**src/rtl/fws_pkg.sv**
```systemverilog
package fws_pkg;

  localparam int FWS_WORD_W = 40;
  localparam int FWS_CODE_W = 3;
  localparam int FWS_RATE_W = 2;
  localparam int FWS_LEN_W  = $clog2(FWS_WORD_W + 1);

  typedef logic [FWS_LEN_W-1:0] fws_len_t;

  typedef struct packed {
    logic [FWS_CODE_W-1:0] width_code;
    logic                  sync_hi;
  } fws_ch_cfg_t;

  // Word length for a width code: steps of four from 8, top code is 40.
  function automatic fws_len_t fws_code_to_len(input logic [FWS_CODE_W-1:0] code);
    fws_len_t len;
    if (code == '1) len = fws_len_t'(FWS_WORD_W);
    else            len = fws_len_t'(8 + 4 * int'(code));
    return len;
  endfunction

endpackage

```
**src/rtl/fws_rate_gen.sv**
```systemverilog
module fws_rate_gen #(
  parameter int RATE_W = 2
) (
  input  logic              clk,
  input  logic              rst,
  input  logic              slow_en,
  input  logic [RATE_W-1:0] rate_code,
  input  logic              clk_inv,
  output logic              tick_o,
  output logic              ser_clk_o
);
  localparam int DIV_W = 2 ** RATE_W;

  logic [DIV_W:0]   period;
  logic [DIV_W-1:0] lim;
  logic [DIV_W-1:0] half;
  logic [DIV_W-1:0] cnt_q;
  logic [DIV_W-1:0] cnt_nxt;
  logic             tick;
  logic             sclk_q;

  always_comb begin
    period = (DIV_W+1)'(2) << rate_code;
    lim    = DIV_W'(period - 1'b1);
    half   = DIV_W'(period >> 1);
    tick   = !slow_en || (cnt_q >= lim);
    if (!slow_en)  cnt_nxt = '0;
    else if (tick) cnt_nxt = '0;
    else           cnt_nxt = cnt_q + 1'b1;
  end

  always_ff @(posedge clk) begin
    if (rst) begin
      cnt_q  <= '0;
      sclk_q <= clk_inv;
    end else begin
      cnt_q  <= cnt_nxt;
      sclk_q <= clk_inv ^ (cnt_nxt >= half);
    end
  end

  assign tick_o    = tick;
  assign ser_clk_o = slow_en ? sclk_q : (~clk ^ clk_inv);

  AST_TICK_SPACED: assert property (@(posedge clk) disable iff (rst)
    (slow_en && tick) |=> !tick);

  AST_PERIOD_STARTS_LOW: assert property (@(posedge clk) disable iff (rst)
    (slow_en && tick) |=> (sclk_q == clk_inv));

endmodule

```
**src/rtl/fws_channel.sv**
```systemverilog
module fws_channel
  import fws_pkg::*;
#(
  parameter int WORD_W = FWS_WORD_W
) (
  input  logic              clk,
  input  logic              rst,
  input  logic              tick,
  input  logic              load,
  input  logic [WORD_W-1:0] word,
  input  fws_ch_cfg_t       cfg,
  output logic              data_o,
  output logic              sync_o
);
  logic [WORD_W-1:0] shreg_q;
  logic [WORD_W-1:0] held_word_q;
  logic              held_q;
  fws_len_t          left_q;
  logic              data_q;
  logic              sync_q;
  logic              more_bits;

  assign more_bits = (left_q > fws_len_t'(1));

  always_ff @(posedge clk) begin
    if (rst) begin
      shreg_q     <= '0;
      held_word_q <= '0;
      held_q      <= 1'b0;
      left_q      <= '0;
      data_q      <= 1'b0;
      sync_q      <= ~cfg.sync_hi;
    end else begin
      if (tick) begin
        if (more_bits) begin
          shreg_q <= shreg_q << 1;
          left_q  <= left_q - 1'b1;
          data_q  <= shreg_q[WORD_W-2];
          sync_q  <= ~cfg.sync_hi;
        end else if (held_q) begin
          shreg_q <= held_word_q;
          left_q  <= fws_code_to_len(cfg.width_code);
          data_q  <= held_word_q[WORD_W-1];
          sync_q  <= cfg.sync_hi;
        end else begin
          left_q  <= '0;
          data_q  <= 1'b0;
          sync_q  <= ~cfg.sync_hi;
        end
      end
      // A new load wins over consumption of the held word.
      if (load) begin
        held_q      <= 1'b1;
        held_word_q <= word;
      end else if (tick && !more_bits) begin
        held_q <= 1'b0;
      end
    end
  end

  assign data_o = data_q;
  assign sync_o = sync_q;

  AST_LEN_IN_RANGE: assert property (@(posedge clk) disable iff (rst)
    left_q <= fws_len_t'(WORD_W));

  AST_SYNC_ONE_PERIOD: assert property (@(posedge clk) disable iff (rst)
    (tick && (sync_q == cfg.sync_hi)) |=> (sync_q != cfg.sync_hi));

  AST_HOLD_BETWEEN_TICKS: assert property (@(posedge clk) disable iff (rst)
    !tick |=> ($stable(data_q) && $stable(sync_q)));

  AST_HELD_KEPT: assert property (@(posedge clk) disable iff (rst)
    (held_q && !tick) |=> held_q);

  AST_IDLE_QUIET: assert property (@(posedge clk) disable iff (rst)
    (left_q == '0) |-> (!data_q && (sync_q != cfg.sync_hi)));

endmodule

```
**src/rtl/freq_word_serializer.sv**
```systemverilog
module freq_word_serializer
  import fws_pkg::*;
(
  input  logic                  clk,
  input  logic                  rst,
  input  logic                  cfg_slow_en,
  input  logic [FWS_RATE_W-1:0] cfg_rate,
  input  logic                  cfg_clk_inv,
  input  logic [FWS_CODE_W-1:0] cfg_width_a,
  input  logic                  cfg_sync_hi_a,
  input  logic                  load_a,
  input  logic [FWS_WORD_W-1:0] word_a,
  input  logic [FWS_CODE_W-1:0] cfg_width_b,
  input  logic                  cfg_sync_hi_b,
  input  logic                  load_b,
  input  logic [FWS_WORD_W-1:0] word_b,
  output logic                  ser_clk,
  output logic                  ser_data_a,
  output logic                  ser_sync_a,
  output logic                  ser_data_b,
  output logic                  ser_sync_b
);
  localparam int NUM_CH = 2;

  logic                  tick;
  logic                  load_v [NUM_CH];
  logic [FWS_WORD_W-1:0] word_v [NUM_CH];
  fws_ch_cfg_t           cfg_v  [NUM_CH];
  logic                  data_v [NUM_CH];
  logic                  sync_v [NUM_CH];

  assign load_v[0] = load_a;
  assign load_v[1] = load_b;
  assign word_v[0] = word_a;
  assign word_v[1] = word_b;
  assign cfg_v[0]  = '{width_code: cfg_width_a, sync_hi: cfg_sync_hi_a};
  assign cfg_v[1]  = '{width_code: cfg_width_b, sync_hi: cfg_sync_hi_b};

  fws_rate_gen #(.RATE_W(FWS_RATE_W)) rate_i (
    .clk       (clk),
    .rst       (rst),
    .slow_en   (cfg_slow_en),
    .rate_code (cfg_rate),
    .clk_inv   (cfg_clk_inv),
    .tick_o    (tick),
    .ser_clk_o (ser_clk)
  );

  for (genvar g = 0; g < NUM_CH; g++) begin : g_ch
    fws_channel #(.WORD_W(FWS_WORD_W)) ch_i (
      .clk    (clk),
      .rst    (rst),
      .tick   (tick),
      .load   (load_v[g]),
      .word   (word_v[g]),
      .cfg    (cfg_v[g]),
      .data_o (data_v[g]),
      .sync_o (sync_v[g])
    );
  end

  assign ser_data_a = data_v[0];
  assign ser_sync_a = sync_v[0];
  assign ser_data_b = data_v[1];
  assign ser_sync_b = sync_v[1];

endmodule

```
**config.mk**
```make
export PLATFORM = sky130hd
export DESIGN_NAME = freq_word_serializer
export DESIGN_NICKNAME = d
export VERILOG_FILES = /design/src/rtl/fws_pkg.sv /design/src/rtl/fws_rate_gen.sv /design/src/rtl/fws_channel.sv /design/src/rtl/freq_word_serializer.sv
export SDC_FILE = /design/constraint.sdc
export NUM_CORES = 1
export LEC_CHECK = 0
export ABC_AREA = 1
export BUFFER_PORTS_ARGS = -buffer_cell sky130_fd_sc_hd__buf_4
export CAP_MARGIN = 20
export CORE_MARGIN = 1.5
export CORE_UTILIZATION = 45
export CTS_CLUSTER_DIAMETER = 80
export DETAILED_ROUTE_END_ITERATION = 16
export SLEW_MARGIN = 5
export SYNTH_ARGS = -nofsm -noshare
export SYNTH_HDL_FRONTEND = slang
export SYNTH_HIERARCHICAL = 1
export SYNTH_SLANG_ARGS = --single-unit
```
**constraint.sdc**
```tcl
create_clock -name clk -period 2.2 [get_ports clk]
set_input_delay 0.11 -clock clk [delete_from_list [all_inputs] [get_ports clk]]
set_output_delay 0.11 -clock clk [all_outputs]
set_load 0.02 [all_outputs]
```
## After elaboration in Yosys (flattened, before gate mapping)

Index checks and enable logic that the tools add are counted.

| operators by class | value |
|---|---|
| eq/ne operators | 2 |
| multiplexer cells | 30 |
| $mul | 0 |
| add/subtract/negate cells | 6 |
| divide/modulo/power cells | 0 |
| bitwise gates (word level) | 5 |
| reduce and logical (&&, ||, !) cells | 13 |
| shifts and indexed selects | 1 |
| magnitude comparators | 4 |

Operators with widths:

| operator | number |
|---|---|
| $mux W39 | 4 |
| $mux W6 | 6 |
| $mux W1 | 18 |
| $add A4 B5 Y6 const A | 2 |
| $gt A6 B1 Y1 const B | 2 |
| $sub A6 B1 Y6 const B | 2 |
| $reduce_bool A2 Y1 | 5 |
| $ge A4 B4 Y1 | 2 |
| $mux W4 | 2 |
| $eq A3 B3 Y1 const B | 2 |
| $shl A2 B2 Y5 const A | 1 |
| $add A4 B1 Y4 const B | 1 |
| $reduce_and A2 Y1 | 2 |
| $sub A4 B1 Y4 const B | 1 |
| $logic_not A1 Y1 | 3 |
| $not A1 Y1 | 3 |
| $logic_and A1 B1 Y1 | 2 |
| $xor A1 B1 Y1 | 2 |
| $logic_or A1 B1 Y1 | 1 |

| storage, ports and cells | value |
|---|---|
| RAM bits | 0 |
| output and inout port bits | 5 |
| register bits | 181 |
| bits in latches | 0 |
| ROM bits | 0 |
| memories kept | 0 |
| input bits | 96 |
| word-level logic and storage cells | 75 |

## Logic depth before layout (Yosys ltp)

| logic depth | value |
|---|---|
| depth in word-level cells | 9 |
| depth in mapped cells | 15 |
| mapped depth without buffers | 15 |

## Hierarchy

Netlist, hierarchy kept.

By module, submodules not included:

| module | seq. area each (µm²) | cells an instance | instances | area each (µm²) |
|---|---|---|---|---|
| fws_channel | 1771.7 | 609 | 2 | 4145.2 |
| fws_rate_gen | 100.1 | 63 | 1 | 431.7 |

==> reports/results.ini <==
[cts]
cts_resized=0
clkLatencyLatePin_ns=0.54
cts_tree=yes
ctsHoldBuffers=91
clkTransAtPathRegs_ns=0.07
post_cts_buffers=0

[route]
drt_iter0_drc=674
avgViaCountPerCell=5.01
drtPass1Iterations=5
vias=8540
drcViolationCount=0
wl_per_cell_um=13.4
ant_nets=0
routed_wl_mm=22.9

[floorplanning]
fp-row-count=50
initial_utilization_pct=46.3
dieWidth_um=142
dieArea_um2=20200
dieHeight_um=142
io_pins=101
core_area_um2=18800

[finish]
fillers=1813
drive_gt1_share_pct=12.1
fin_area_um2=11300
syn_to_final_growth_pct=29.7
antenna_cells=0
multi_input_area_um2=4460
nets=1539
seqCellArea_um2=3640
utilization_pct=60.1

[sta]
rsz0062_at_grt=false
fin_skew_ns=0.0102
hold_viol_final=0
final.setup.tns_ns=0
tightest_slew_ns=0.475
relSlewSlack_pct=68.3
setup_viol=0
hold_ws_ns=0.0685
slew_viol_final=0

[job]
drv_cap=0

[global_routing]
antenna_found_initial=0
grt_max_degree=53
grt_usage_pct=23.3
grt_pass1_vias=7916
grt_pass1_wl_mm=38.2
grt_overflow=0

[worst_setup_path]
cp_slowest_cell=buf_4
critPathRequiredTime_ns=2.09
crit_path_frequent_cell=clkbuf_16
critPathTopFamily=buffers and inverters
cp_num_buf_inv=3
crit_path_end_kind=output port
slowest_delay_ns=0.17
cp.arrival_ns=1.83
path_max_fanout=2
path_class=clk2out
critPathLaunchType=clock port
crit_chain=clkbuf_16 -> clkbuf_16 -> xor2_1 -> o21ai_0 -> buf_4

[logic_synthesis]
postSynthAreaPerCell_um2=6.81
synthDistinctLibCells=28
syn-num-nets=1390
synthCells=1281
synth.top_cell.area_share_pct=41.1
ys_seq_elements=181
synthTopCellsByArea=dfxtp_1, nor2_1, nand2_1, nand3b_1, nand4_1
yosysWarnings=6
syn_area_um2=8720
ys_seq_area_share_pct=41.8
yosys.area.top_type=dfxtp_1

[pwr]
power.leakage_nw=5.42
ir_worst_vdd_uv=541
power_density_nw_per_um2=1050

[min_path]
hp-class=in2reg

[place]
postPlaceCellArea_um2=9730
gp_congestion=0.826
io_buffers=100
hpwlAfterDp_mm=13.0

[run_status]
status=finished clean

==> Yosys cell counts <==
master,number
o21ai_0,93
buf_1,8
nand4_2,1
a21oi_1,11
nand3_2,2
nor2_4,2
xor2_1,4
nand3b_1,77
inv_2,1
nand4_1,82
nor2_1,336
edfxtp_1,2
buf_4,12
buf_6,2
nand3_1,20
nand2_2,1
nand2_1,305
o22ai_1,2
ha_1,13
nor3_1,4
nor2_2,3
clkbuf_1,44
dfxtp_1,179
a21boi_0,2
a21oi_2,1
inv_1,45
or2_1,1
buf_2,28
==> cell type report <==
class / instances / area share [%]
Sequential cell: 181 / 32.2
Timing Repair Buffer: 220 / 17.9
Clock buffer: 25 / 4.71
Clock inverter: 11 / 1.31
Tap cell: 260 / 2.88
Inverter: 46 / 1.53
Multi-Input combinational cell: 960 / 39.4
==> power by group <==
| part | internal [mW] | switching, mW | leakage [nW] |
|---|---|---|---|
| clock network | 2.08 | 1.40 | 0.340 |
| logic | 1.67 | 2.63 | 3.57 |
| registers | 3.86 | 0.293 | 1.50 |
| total | 7.61 | 4.32 | 5.42 |
==> worst paths after layout <==
path,from,to,slack [ns],depth (start not counted)
setup / recovery,clk,ser_clk,0.26,5
hold / removal,cfg_width_a[0],g_ch[0].ch_i/left_q[3],0.07,7
setup reg to reg,rate_i/cnt_q[3],g_ch[0].ch_i/shreg_q[20],0.29,9
hold reg to reg,g_ch[1].ch_i/held_word_q[0],g_ch[1].ch_i/shreg_q[0],0.47,2
==> per-stage QoR <==
step                      worst slack [ns]  power [mW]  cells
after global routing                 0.129        12.7   1703
after CTS                            0.285        12.0   1703
after floorplan                      0.372        7.28   1281
final                                0.262        11.9   1703
after global placement               0.335        8.34   1577
after detailed placement             0.305        8.37   1577
==> sequential cells by signal (all words and copies together) (netlist names) <==
| register | cells |
|---|---|
| g_ch.ch_i/held_q | 2 |
| rate_i/cnt_q | 4 |
| g_ch.ch_i/data_o | 2 |
| g_ch.ch_i/left_q | 12 |
| rate_i/sclk_q | 1 |
| g_ch.ch_i/shreg_q | 78 |
| g_ch.ch_i/held_word_q | 80 |
| g_ch.ch_i/sync_o | 2 |
==> tightest hold or removal path, stage by stage <==
cell and delay, ns:
buf_4 0.11, nand2_1 0.05, a21oi_1 0.05, nand2_1 0.08, nand3_1 0.08, nand2_1 0.06
inv_1 0.03
==> placed cells by master (no fill, tap or decap) <==
| cell type | instances |
|---|---|
| a21oi_1 | 11 |
| nor2_4 | 2 |
| o21ai_0 | 93 |
| clkbuf_8 | 1 |
| nand2_2 | 1 |
| nor2_1 | 336 |
| nor2_2 | 3 |
| o22ai_1 | 2 |
| a21oi_2 | 1 |
| clkbuf_1 | 3 |
| clkinv_2 | 3 |
| dfxtp_1 | 179 |
| xor2_1 | 4 |
| nand3_2 | 2 |
| inv_6 | 4 |
| nand4_1 | 82 |
| a21boi_0 | 2 |
| edfxtp_1 | 2 |
| clkbuf_16 | 20 |
| inv_2 | 3 |
| nand2_1 | 305 |
| dlygate4sd3_1 | 91 |
| ha_1 | 13 |
| nand4_2 | 1 |
| buf_4 | 118 |
| nor3_1 | 4 |
| clkinvlp_4 | 1 |
| bufinv_16 | 3 |
| or2_1 | 1 |
| nand3b_1 | 77 |
| inv_1 | 43 |
| nand3_1 | 20 |
| buf_12 | 12 |
==> kinds of logic after synthesis <==
group                    after synthesis  synth area share, %
AO/OA/AOI/OAI                        109                 6.38
XOR/XNOR                               4                0.402
adder cells (fa/ha/maj)               13                 1.86
buffers and inverters                140                 7.12
flip-flops                           181                 41.8
AND/OR/NAND/NOR                      834                 42.5
==> metal layers <==
metal	vias to the layer above	track usage, %	wire [um]
met5	-	0	0
li1	4437	-	-
met3	19	4.74	940
met1	3916	32.6	11600
met2	168	36.4	10100
met4	0	6.51	277
No activity file was read; power rests on OpenSTA's default activity.
